===== src/rtl/irq_enc_pkg.sv =====
package irq_enc_pkg;
  localparam int unsigned NUM_SRC   = 16;
  localparam int unsigned DATA_W    = 16;
  localparam int unsigned ADDR_W    = 12;
  localparam int unsigned BE_W      = DATA_W / 8;
  localparam logic [ADDR_W-1:0] OFS_CODE = 12'h000;
  localparam logic [ADDR_W-1:0] OFS_MASK = 12'h002;
  localparam logic [DATA_W-1:0] MASK_RST = 16'h0010;

  typedef enum logic [1:0] {SEL_NONE, SEL_CODE, SEL_MASK} reg_sel_e;
endpackage


===== src/rtl/irq_src_latch.sv =====
module irq_src_latch #(
  parameter int unsigned N = 16
) (
  input  logic         clk,
  input  logic         rst,
  input  logic [N-1:0] lines,
  output logic [N-1:0] src_q
);
  for (genvar g = 0; g < N; g++) begin : g_bit
    always_ff @(posedge clk) begin
      if (rst) src_q[g] <= 1'b0;
      else     src_q[g] <= lines[g];
    end
  end
endmodule


===== src/rtl/irq_mask_reg.sv =====
module irq_mask_reg #(
  parameter int unsigned W = 16,
  parameter logic [W-1:0] RST_VAL = '0
) (
  input  logic         clk,
  input  logic         rst,
  input  logic         we,
  input  logic [W-1:0] wdata,
  output logic [W-1:0] mask_d,
  output logic [W-1:0] mask_q
);
  always_comb mask_d = we ? wdata : mask_q;

  always_ff @(posedge clk) begin
    if (rst) mask_q <= RST_VAL;
    else     mask_q <= mask_d;
  end
endmodule


===== src/rtl/irq_prio_enc.sv =====
module irq_prio_enc #(
  parameter int unsigned N = 16,
  parameter int unsigned W = 16
) (
  input  logic [N-1:0] pend,
  output logic [W-1:0] code
);
  logic [N-1:0] below;
  logic [N-1:0] first;
  logic [W-1:0] term [N];

  for (genvar g = 0; g < N; g++) begin : g_chain
    if (g == 0) begin : g_lo
      assign below[g] = 1'b0;
    end else begin : g_hi
      assign below[g] = below[g-1] | pend[g-1];
    end
    localparam logic [W-1:0] VAL = W'((g + 1) * 4);
    assign first[g] = pend[g] & ~below[g];
    assign term[g]  = first[g] ? VAL : '0;
  end

  always_comb begin
    code = '0;
    for (int i = 0; i < N; i++) code = code | term[i];
  end
endmodule


===== src/rtl/irq_enc_top.sv =====
module irq_enc_top
  import irq_enc_pkg::*;
(
  input  logic              clk,
  input  logic              rst,
  input  logic [NUM_SRC-1:0] irq_lines,
  input  logic              acc_rd,
  input  logic              acc_wr,
  input  logic [ADDR_W-1:0] acc_addr,
  input  logic [BE_W-1:0]   acc_be,
  input  logic [DATA_W-1:0] acc_wdata,
  output logic [DATA_W-1:0] acc_rdata,
  output logic              irq_out
);
  logic              full_acc;
  reg_sel_e          sel;
  logic              mask_we;
  logic [NUM_SRC-1:0] src_q;
  logic [DATA_W-1:0] mask_q, mask_d;
  logic [DATA_W-1:0] code;
  logic [DATA_W-1:0] rd_mux;

  assign full_acc = &acc_be;

  always_comb begin
    unique case (acc_addr)
      OFS_CODE: sel = SEL_CODE;
      OFS_MASK: sel = SEL_MASK;
      default:  sel = SEL_NONE;
    endcase
  end

  assign mask_we = acc_wr && full_acc && (sel == SEL_MASK);

  irq_src_latch #(.N(NUM_SRC)) i_src (
    .clk(clk), .rst(rst), .lines(irq_lines), .src_q(src_q)
  );

  irq_mask_reg #(.W(DATA_W), .RST_VAL(MASK_RST)) i_mask (
    .clk(clk), .rst(rst), .we(mask_we), .wdata(acc_wdata),
    .mask_d(mask_d), .mask_q(mask_q)
  );

  irq_prio_enc #(.N(NUM_SRC), .W(DATA_W)) i_enc (
    .pend(src_q & mask_q[NUM_SRC-1:0]), .code(code)
  );

  always_comb begin
    rd_mux = '0;
    if (acc_rd && full_acc) begin
      case (sel)
        SEL_CODE: rd_mux = code;
        SEL_MASK: rd_mux = mask_q;
        default:  rd_mux = '0;
      endcase
    end
  end

  always_ff @(posedge clk) begin
    if (rst) begin
      acc_rdata <= '0;
      irq_out   <= 1'b0;
    end else begin
      acc_rdata <= rd_mux;
      irq_out   <= |(irq_lines & mask_d[NUM_SRC-1:0]);
    end
  end
endmodule


===== config.mk =====
export PLATFORM = sky130hd
export DESIGN_NAME = irq_enc_top
export DESIGN_NICKNAME = d
export VERILOG_FILES = /design/src/rtl/irq_enc_pkg.sv /design/src/rtl/irq_src_latch.sv /design/src/rtl/irq_mask_reg.sv /design/src/rtl/irq_prio_enc.sv /design/src/rtl/irq_enc_top.sv
export SDC_FILE = /design/constraint.sdc
export NUM_CORES = 1
export LEC_CHECK = 0
export BUFFER_PORTS_ARGS = -buffer_cell sky130_fd_sc_hd__buf_2
export CORE_ASPECT_RATIO = 2
export CORE_MARGIN = 2
export CORE_UTILIZATION = 30
export DETAILED_ROUTE_END_ITERATION = 10
export MAX_ROUTING_LAYER = met4
export PLACE_DENSITY = 0.54
export SETUP_SLACK_MARGIN = 0.5
export SLEW_MARGIN = 20
export SYNTH_ARGS = -nofsm -noshare
export SYNTH_HDL_FRONTEND = slang
export SYNTH_HIERARCHICAL = 1
export SYNTH_SLANG_ARGS = --single-unit

===== constraint.sdc =====
create_clock -name clk -period 3.3 [get_ports clk]
set_clock_uncertainty 0.2 [all_clocks]
set_input_delay 0.165 -clock clk [delete_from_list [all_inputs] [get_ports clk]]
set_output_delay 0.165 -clock clk [all_outputs]
set_load 0.005 [all_outputs]

# After elaboration in Yosys (flattened, before gate mapping)

Index checks and enable logic that the tools add are counted.

Register bits after elaboration: 49
Input bits: 50

Equality and inequality tests: 3
Mux-type cells: 19
Bitwise operators: 62
Reduce and logical (&&, ||, !) cells: 7

Operators by type and width:

| cell                                                              | count |
|---|---|
| 16-bit bitwise OR                                                 | 12 |
| 6-bit 2-to-1 mux                                                  | 8 |
| 16-bit bitwise AND                                                | 2 |
| 16-bit by 6-bit bitwise OR with 16-bit output                     | 2 |
| 16-bit case mux with 2 select lines                               | 1 |
| 5-bit 2-to-1 mux                                                  | 4 |
| 16-bit 2-to-1 mux                                                 | 1 |
| 1-bit inverter                                                    | 16 |
| 16-bit by 7-bit bitwise OR with 16-bit output                     | 1 |
| 16-bit OR reduction                                               | 1 |
| 1-bit bitwise AND                                                 | 15 |
| 1-bit bitwise OR                                                  | 14 |
| 12-bit by 2-bit == test with 1-bit output (second input constant) | 1 |
| 12-bit logical NOT                                                | 1 |
| 4-bit 2-to-1 mux                                                  | 2 |
| 7-bit 2-to-1 mux                                                  | 1 |
| 2-bit case mux with 2 select lines                                | 1 |
| 1-bit logical AND                                                 | 3 |
| 3-bit 2-to-1 mux                                                  | 1 |
| 2-bit by 1-bit == test with 1-bit output (second input constant)  | 1 |
| 2-bit == test (second input constant)                             | 1 |
| 2-bit AND reduction                                               | 1 |
| 2-bit OR reduction                                                | 1 |

# Depth between registers and ports, before layout

Gate-level depths: netlist of run 1.

Depth after elaboration: 20
Mapped depth: 15
Mapped depth without buffers: 11

# Cells and area by module

The synthesis of run 1 kept the hierarchy.

By module, submodules not included:

| module        | seq. area each (µm²) | area each (µm²) | cells each | times used |
|---|---|---|---|---|
| irq_enc_top   | 340.3                | 829.5           | 94         | 1 |
| irq_mask_reg  | 320.3                | 711.9           | 51         | 1 |
| irq_src_latch | 320.3                | 464.2           | 33         | 1 |
| irq_prio_enc  | 0.0                  | 274.0           | 41         | 1 |

# Least setup slack after synthesis of run 1

Ideal clock, no wire load.

Kind: input to register
Start point: in acc_addr[7]
End point: reg irq_out
Cell stages on the path: 15
Arrival time: 2.492 ns
Required time: 2.971 ns
Setup slack: 0.478 ns
Setup time: 0.129 ns
Path through: nor4_1 -> nand3_1 -> nor2_1 -> inv_1 -> ha_1 -> buf_2 -> buf_2 -> and4_1 -> buf_6 -> buf_12 -> mux2_4 -> a22o_1 -> a221oi_2 -> and3_1 -> a31oi_1

Cells in the longest elaborated chain, start to end: 7
Elaborated cells on any way between the ends: 8

Ends and longest elaborated chain:

| element                                                                         | RTL line           | text |
|---|---|---|
| start, declared                                                                 | irq_enc_top.sv:9   | `input logic [ADDR_W-1:0] acc_addr,` |
| 12-bit by 2-bit == test with 1-bit output or 12-bit logical NOT (tied branches) | irq_enc_top.sv:26  | `unique case (acc_addr)` |
| 2-bit case mux with 2 select lines *                                            | irq_enc_top.sv:26  |  |
| 2-bit == test *                                                                 | irq_enc_top.sv:33  | `assign mask_we = acc_wr && full_acc && (sel == SEL_MASK);` |
| 1-bit logical AND *                                                             | irq_enc_top.sv:33  |  |
| named net mask_we                                                               | irq_enc_top.sv:17  | `logic mask_we;` |
| 16-bit 2-to-1 mux *                                                             | irq_mask_reg.sv:12 | `always_comb mask_d = we ? wdata : mask_q;` |
| named net mask_d[6]                                                             | irq_enc_top.sv:19  | `logic [DATA_W-1:0] mask_q, mask_d;` |
| 16-bit bitwise AND *                                                            | irq_enc_top.sv:65  | `irq_out <= \|(irq_lines & mask_d[NUM_SRC-1:0]);` |
| 16-bit OR reduction *                                                           | irq_enc_top.sv:65  |  |
| end signal, assigned                                                            | irq_enc_top.sv:65  |  |
| end, declared                                                                   | irq_enc_top.sv:13  | `output logic irq_out` |

Mark *: on every way through the listed nets, which the timed path passes. The rest lies on a longest branch.
A chain may end at the register's enable or synchronous reset.

# Worst setup path in the final report of run 1

Ends and elaborated chain as after synthesis.

==> results of run 1 <==
==> report_power, final <==
| part | switching [uW] | internal, uW |
|---|---|---|
| Sequential | 2.07 | 603 |
| Clock | 195 | 297 |
| Combinational | 31.8 | 46.6 |
==> synthesized netlist by cell type (2+ instances only) <==
cell type and number:
nor2b_1 13, inv_1 6, buf_2 4, buf_6 3, mux2_4 10, buf_4 11
dfxtp_1 49, nor4_1 2, o31ai_1 2, and2b_2 6, a221oi_1 3, and4_1 2
nor2b_4 5, nor3_1 2, a22o_1 3, ha_1 2, mux2_2 6, and2_1 16
a21oi_1 2, a22oi_1 18, nor2_1 28, nor2b_2 7
==> critical path, stage by stage <==
cell	delay, ns
buf_2	0.10
nor4_2	0.25
nand3_1	0.12
nor2_1	0.17
inv_1	0.06
ha_1	0.20
and4_1	0.15
buf_4	0.22
mux2_4	0.33
a22o_1	0.23
a221oi_2	0.23
and3_1	0.20
a31oi_1	0.07
==> state kept, by name, summed over array words and instances (netlist names) <==
name and count:
acc_rdata 16, i_mask/mask_q 16, i_src/src_q 16, irq_out 1
==> routing by layer <==
layer  routed length [um]  vias to the layer above
met5                    0                        -
met4                   72                        0
met3                  255                        6
met2                 2520                       56
met1                 2050                      765
li1                     -                      897
==> layout by cell type (no fill, tap or decap), types with 5 or more instances in the layout <==
cell type and count:
nor2b_4 5, conb_1 11, and2b_2 6, inv_1 6, nor2_1 28, a22oi_1 18
buf_2 66, dlygate4sd3_1 16, mux2_4 10, mux2_2 6, nor2b_1 13, nor2b_2 7
dfxtp_1 49, clkbuf_16 5, and2_1 16
==> worst max path at each step <==
stage	slack, ns	cells past startpoint	end	from
after floorplan	0.51	15	irq_out$_SDFF_PP0_	acc_addr[7]
after global placement	0.45	12	irq_out$_SDFF_PP0_	acc_addr[7]
after detailed placement	0.36	13	irq_out$_SDFF_PP0_	acc_addr[7]
after CTS	0.65	13	irq_out$_SDFF_PP0_	acc_addr[7]
after global routing	0.55	12	irq_out$_SDFF_PP0_	acc_addr[7]
final	0.73	13	irq_out$_SDFF_PP0_	acc_addr[7]
==> cell families after synthesis <==
kind of cell    synth area share, %
other cells                   0.164
flops                          43.0
simple gates                   26.0
fa+ha+maj                      1.10
buf+inv                        8.07
compound gates                 12.1
mux                            9.55
==> repair_timing <==
item / 4_1_cts / 5_1_grt
hold buffers: 16 / 0
hold endpoints to repair: 16 / 0
setup endpoints to repair: 0 / 0
==> per-stage QoR <==
step	power, uW	instances	worst slack [ns]	utilization (%)
2_1_floorplan	651	229	0.510	-
3_3_place_gp	681	372	0.451	35.2
3_5_place_dp	682	372	0.363	35.2
4_1_cts	1180	395	0.647	39.3
5_1_grt	1220	395	0.551	39.3
6_report	1170	395	0.733	39.3
==> area by class of cell <==
class	count	area share (%)
Tap cell	94	4.00
Multi-Input combinational cell	154	39.6
Sequential cell	49	33.3
Clock buffer	7	4.85
Timing Repair Buffer	85	17.4
Inverter	6	0.766
==> reports/qor.csv, run 1 <==
stage;metric;value;unit
clocking;h-tree-depth;2;
clocking;path_clk_slew;0.06;ns
routing;finalWirelength;4.91;mm
routing;drtIter0Drc;50;
global_route;antenna_found_initial;0;
floorplanning;row_count;45;
clocking;cts_tree;yes;
routing;detail_route.wl_per_cell;12.4;um
synthesis;syn-cell-area;2280;um2
clocking;post_cts_resize_count;0;
global_route;grt_util_met3;2.64;%
floorplanning;core;7490;um2
routing;drtAntennaViolNets;0;
routing;vias;1724;
cells_and_area;multi_input_area;1160;um2
timing;slew_violations;0;
synthesis;yosysSeqAreaShare;43.0;%
job;maxCapViolations;0;
cells_and_area;finalNetCount;353;
power_and_ir_drop;p_per_area;399;nW/um2
timing;post-route-period-util;77.8;%
timing;final.setup.tns;0;ns
placed_design;postPlaceCellArea;2640;um2
setup_path;crit_fanout;16;
synthesis;yosysUniqueCellTypes;41;
global_route;grtUsageMet1;14.2;%
floorplanning;fp.dieW;65.6;um
floorplanning;die_y;127;um
global_route;grt.busiest_layer;met2;
timing;setup_viol;0;
power_and_ir_drop;peakVddDrop;0.183;mV
global_route;grt_pass1_vias;1678;
routing;drc;0;
worst_hold_path;min_path_type;input pin to flip-flop;
synthesis;synth_seq_cells;49;
cells_and_area;fin_area;2940;um2
global_route;grt_max_degree;20;
timing;whs;0.0123;ns
setup_path;crit_type;input pin to flip-flop;
floorplanning;pin_count;67;
worst_hold_path;hold_path_depth;3;
synthesis;synth.top_cells.by_area;dfxtp_1 43%, mux2_4 6.6%, a22oi_1 5.9%;
floorplanning;die-area;8350;um2
cells_and_area;drive_gt1_share;38.9;%
power_and_ir_drop;p_leak;0.00125;uW
setup_path;reg2reg_depth;7;
clocking;clock_sinks;49;
setup_path;worstSetupStartpointType;input pin;
setup_path;timing.rr.start;i_mask/mask_q[3]$_SDFF_PP0_;
global_route;use_met2;22.1;%
cells_and_area;area_growth;29.0;%
timing;layout_min_cycle_time;2.57;ns
clocking;cts_buffers;5;
synthesis;synth_ff_type;dfxtp_1;
placed_design;port-buffer-count;66;
synthesis;synth-edff-count;0;
synthesis;synthCells;219;
setup_path;cp.required;3.26;ns
timing;worst_pin_slew;0.532;ns
setup_path;cp-end-kind;flip-flop;
routing;via_per_inst;4.36;
clocking;insertion_delay;0.28;ns
synthesis;yosysWarnings;6;
setup_path;reg2reg_to;acc_rdata[2]$_SDFF_PP0_;
synthesis;yosys.area.top_type;dfxtp_1;
timing;finalHoldViolations;0;
clocking;cts-root-buf;clkbuf_16;
synthesis;synth_area_per_cell;10.4;um2
floorplanning;initial_core_util;30.4;%
clocking;cts_setup_buffers;0;
placed_design;place_congestion;0.830;
worst_hold_path;hold_end;i_mask/mask_q[4]$_SDFF_PP1_;
clocking;cts_buffer_depth;2;
synthesis;synth.top_cell.area_share;43.0;%
setup_path;arrival;2.52;ns
cells_and_area;diodes;0;
global_route;grt.overflow.total;0;
timing;rsz0062_at_grt;no;
worst_hold_path;hp-start;acc_wdata[4];
placed_design;hpwl;3.90;mm
routing;first_pass_iters;5;
synthesis;ys_async_sr_fraction;0;%
global_route;grt_first_pass_wirelength;7.94;mm
timing;fmax;389;MHz
cells_and_area;register_area;981;um2
setup_path;reg2reg_slack;1.49;ns
cells_and_area;nFillCells;758;
outcome;run_status;finished clean;
global_route;grt_usage;12.7;%
timing;relSlewSlack;64.6;%
No activity file was read; power rests on OpenSTA's default activity.
==> run 2, diff against run 1 <==
PLACE_DENSITY = 0.56   (was 0.54)
clock period = 2.18 ns   (was 3.3 ns; I/O delays follow)
==> run 2 against run 1 <==
  * The flow now finishes with violations (negative hold slack, negative setup slack)
  * Count of clock-buffer cells in the layout rose by 1
  * Wire length up 21%
  * Sequential share of layout area down 4.5 points
  * Cell area increased by 16%
  * Critical path depth did not move
  * Largest cell class unchanged
  * Critical path type unchanged
  * Sequential cell count did not move
  * Worst setup slack worse by 0.89 ns
  * Non-clock buffer count is 26 higher
  * Power grew 52%
  * Worst hold slack worse by 0.025 ns
  * Via count up 11%
  * Global-route usage rose by 1.9 points
==> reports/qor.csv, run 2 (synthesis results as in run 1) <==
stage;metric;value;unit;change
outcome;run_status;finished, violations left;;was finished clean
outcome;failed_checks;negative hold slack, negative setup slack;;
timing;finalHoldViolations;2;;was 0
floorplanning;die_y;127;um;unchanged
timing;post-route-period-util;107;%;
routing;drc;0;;unchanged
floorplanning;pin_count;67;;unchanged
timing;setup_slack;-0.159;ns;was 0.733 ns
clocking;h-tree-depth;2;;unchanged
cells_and_area;drive_gt1_share;49.7;%;was 38.9%
power_and_ir_drop;netSwitchingFraction;20.6;%;was 19.4%
floorplanning;initial_core_util;30.4;%;unchanged
timing;layout_min_cycle_time;2.34;ns;
global_route;antenna_found_initial;0;;unchanged
placed_design;port-buffer-count;66;;unchanged
routing;via_per_inst;4.55;;was 4.36
global_route;grt_usage;14.6;%;was 12.7%
power_and_ir_drop;finalPower;1790;uW;was 1170 uW
placed_design;place_congestion;0.859;;was 0.830
worst_hold_path;min_path_type;input pin to flip-flop;;unchanged
floorplanning;core;7490;um2;unchanged
timing;fmax;427;MHz;
cells_and_area;final_common_cell;buf_2;;unchanged
cells_and_area;area_growth;49.3;%;was 29.0%
timing;rsz0062_at_grt;yes;;was no
clocking;hold_buffers;21;;was 16
global_route;grt.overflow.total;0;;unchanged
power_and_ir_drop;p_clk_share;40.9;%;was 41.9%
floorplanning;fp.dieW;65.6;um;unchanged
timing;whs;-0.0123;ns;was 0.0123 ns
clocking;insertion_delay;0.28;ns;about the same
clocking;cts_buffer_depth;2;;unchanged
clocking;cts-root-buf;clkbuf_16;;unchanged
setup_path;crit_fanout;7;;was 16
power_and_ir_drop;peakVddDrop;0.459;mV;was 0.183 mV
setup_path;crit_type;input pin to flip-flop;;unchanged
setup_path;cp.required;2.13;ns;was 3.26 ns
power_and_ir_drop;p_leak;0.00142;uW;was 0.00125 uW
setup_path;critPathSlowestCell;mux2_4;;unchanged
floorplanning;die-area;8350;um2;unchanged
setup_path;cp_top_family;simple AND/OR/NAND/NOR gates;;unchanged
clocking;path_clk_slew;0.06;ns;about the same
setup_path;max_stage_delay;0.31;ns;was 0.33 ns
routing;finalWirelength;5.93;mm;was 4.91 mm
power_and_ir_drop;intPower;1420;uW;was 946 uW
setup_path;worstSetupStartpointType;input pin;;unchanged
clocking;cts_tree;yes;;unchanged
cells_and_area;finalNetCount;379;;was 353
placed_design;hpwl;4.12;mm;was 3.90 mm
power_and_ir_drop;power.switching;369;uW;was 228 uW
cells_and_area;mostFrequentLayoutCells;62 x buf_2, 49 x dfxtp_1, 21 x dlygate4sd3_1;;was 66 x buf_2, 49 x dfxtp_1, 28 x nor2_1
power_and_ir_drop;power.share.sequential;51.1;%;was 51.5%
power_and_ir_drop;p_comb_share;8.0;%;was 6.7%
power_and_ir_drop;p_per_area;526;nW/um2;was 399 nW/um2
routing;drtIter0Drc;69;;was 50
setup_path;cp-end-kind;flip-flop;;unchanged
cells_and_area;largestRegisters;acc_rdata (16), i_mask/mask_q (16), i_src/src_q (16);;unchanged
routing;drtAntennaViolNets;0;;unchanged
global_route;grt_max_degree;21;;was 20
clocking;clock_sinks;49;;unchanged
clocking;cts_buffers;5;;unchanged
global_route;grt_pass1_vias;1969;;was 1678
cells_and_area;finish.utilization;45.4;%;was 39.3%
floorplanning;row_count;45;;unchanged
timing;slew_violations;0;;unchanged
cells_and_area;nFillCells;727;;was 758
global_route;grt_first_pass_wirelength;9.30;mm;was 7.94 mm
timing;setup_viol;17;;was 0
job;maxCapViolations;0;;unchanged
routing;detail_route.wl_per_cell;14.1;um;was 12.4 um
routing;first_pass_iters;4;;was 5
cells_and_area;diodes;0;;unchanged
routing;vias;1922;;was 1724
setup_path;worstPathCellList;buf_6, nor4_4, nand3_2, nor2_4, inv_2, ha_4, and4_4, buf_8, buf_4, mux2_4, a221oi_2, and3_1, a31oi_1;;was buf_2, nor4_2, nand3_1, nor2_1, inv_1, ha_1, and4_1, buf_4, mux2_4, a22o_1, a221oi_2, and3_1, a31oi_1
placed_design;place_ws;-0.576;ns;was 0.363 ns
setup_path;arrival;2.29;ns;was 2.52 ns
setup_path;cp.buffers_inverters;4;;was 3
run 2: cell types whose count changed in the layout (fill, tap and decap cells not counted), sizes merged:
cell,change
buf,+20
dlygate4sd3,+5
clkbuf,+2
run 2: tightest hold or removal path: cells and delay by family:
family | cells | cell delay (ns)
muxes | 1 | 0.14
buffers and inverters | 1 | 0.08
and+or+nand+nor | 1 | 0.11
run 2: routing by layer:
layer | vias to the layer above | wire length (um) | track usage [%]
met2 | 71 | 3210 | 26.4
met5 | - | 0 | -
met4 | 0 | 100 | 4.29
li1 | 947 | - | -
met1 | 895 | 2330 | 16.1
met3 | 9 | 285 | 2.46
run 2: path summary, 6_finish.rpt:
path / from / endpoint / slack (ns) / depth (start not counted)
setup / recovery: acc_addr[2] / irq_out$_SDFF_PP0_ / -0.16 / 13
hold / removal: acc_wdata[6] / i_mask/mask_q[6]$_SDFF_PP0_ / -0.01 / 3
setup reg to reg: i_mask/mask_q[3]$_SDFF_PP0_ / acc_rdata[2]$_SDFF_PP0_ / 0.32 / 7
hold reg to reg: i_mask/mask_q[9]$_SDFF_PP0_ / acc_rdata[9]$_SDFF_PP0_ / 0.35 / 2
run 2: power by group through the flow:
stage / combinational [uW] / sequential [uW] / clock (uW)
after floorplan: 51.5 / 934 / 0
after global placement: 99.5 / 935 / 0
after detailed placement: 101 / 935 / 0
after CTS: 138 / 915 / 743
after global routing: 156 / 916 / 780
final: 143 / 915 / 733
run 2: layout make-up:
type                       count  area [um2]  share of cell area [%]
tap                           94         118                    3.46
inverter                       6        25.0                   0.735
multi-input combinational    154        1330                    39.0
clock buffer                   8         136                    4.01
sequential                    49         981                    28.8
timing repair buffer         111         816                    24.0
run 2: through the flow:
stage	instance area [um2]	instances	TNS [ns]
3_3_place_gp	2710	380	-0.866
2_1_floorplan	2350	229	-0.827
3_5_place_dp	2710	380	-1.46
4_1_cts	3330	421	-0.124
6_report	3400	422	-0.958
5_1_grt	3400	422	-2.21
run 2: repair_timing:
item	4_1_cts	5_1_grt
endpoints found under the setup margin	21	33
endpoints found under the hold margin	24	1
buffers inserted	11	1
pin swaps	21	1
cloned	1	0
gates resized for setup	40	17
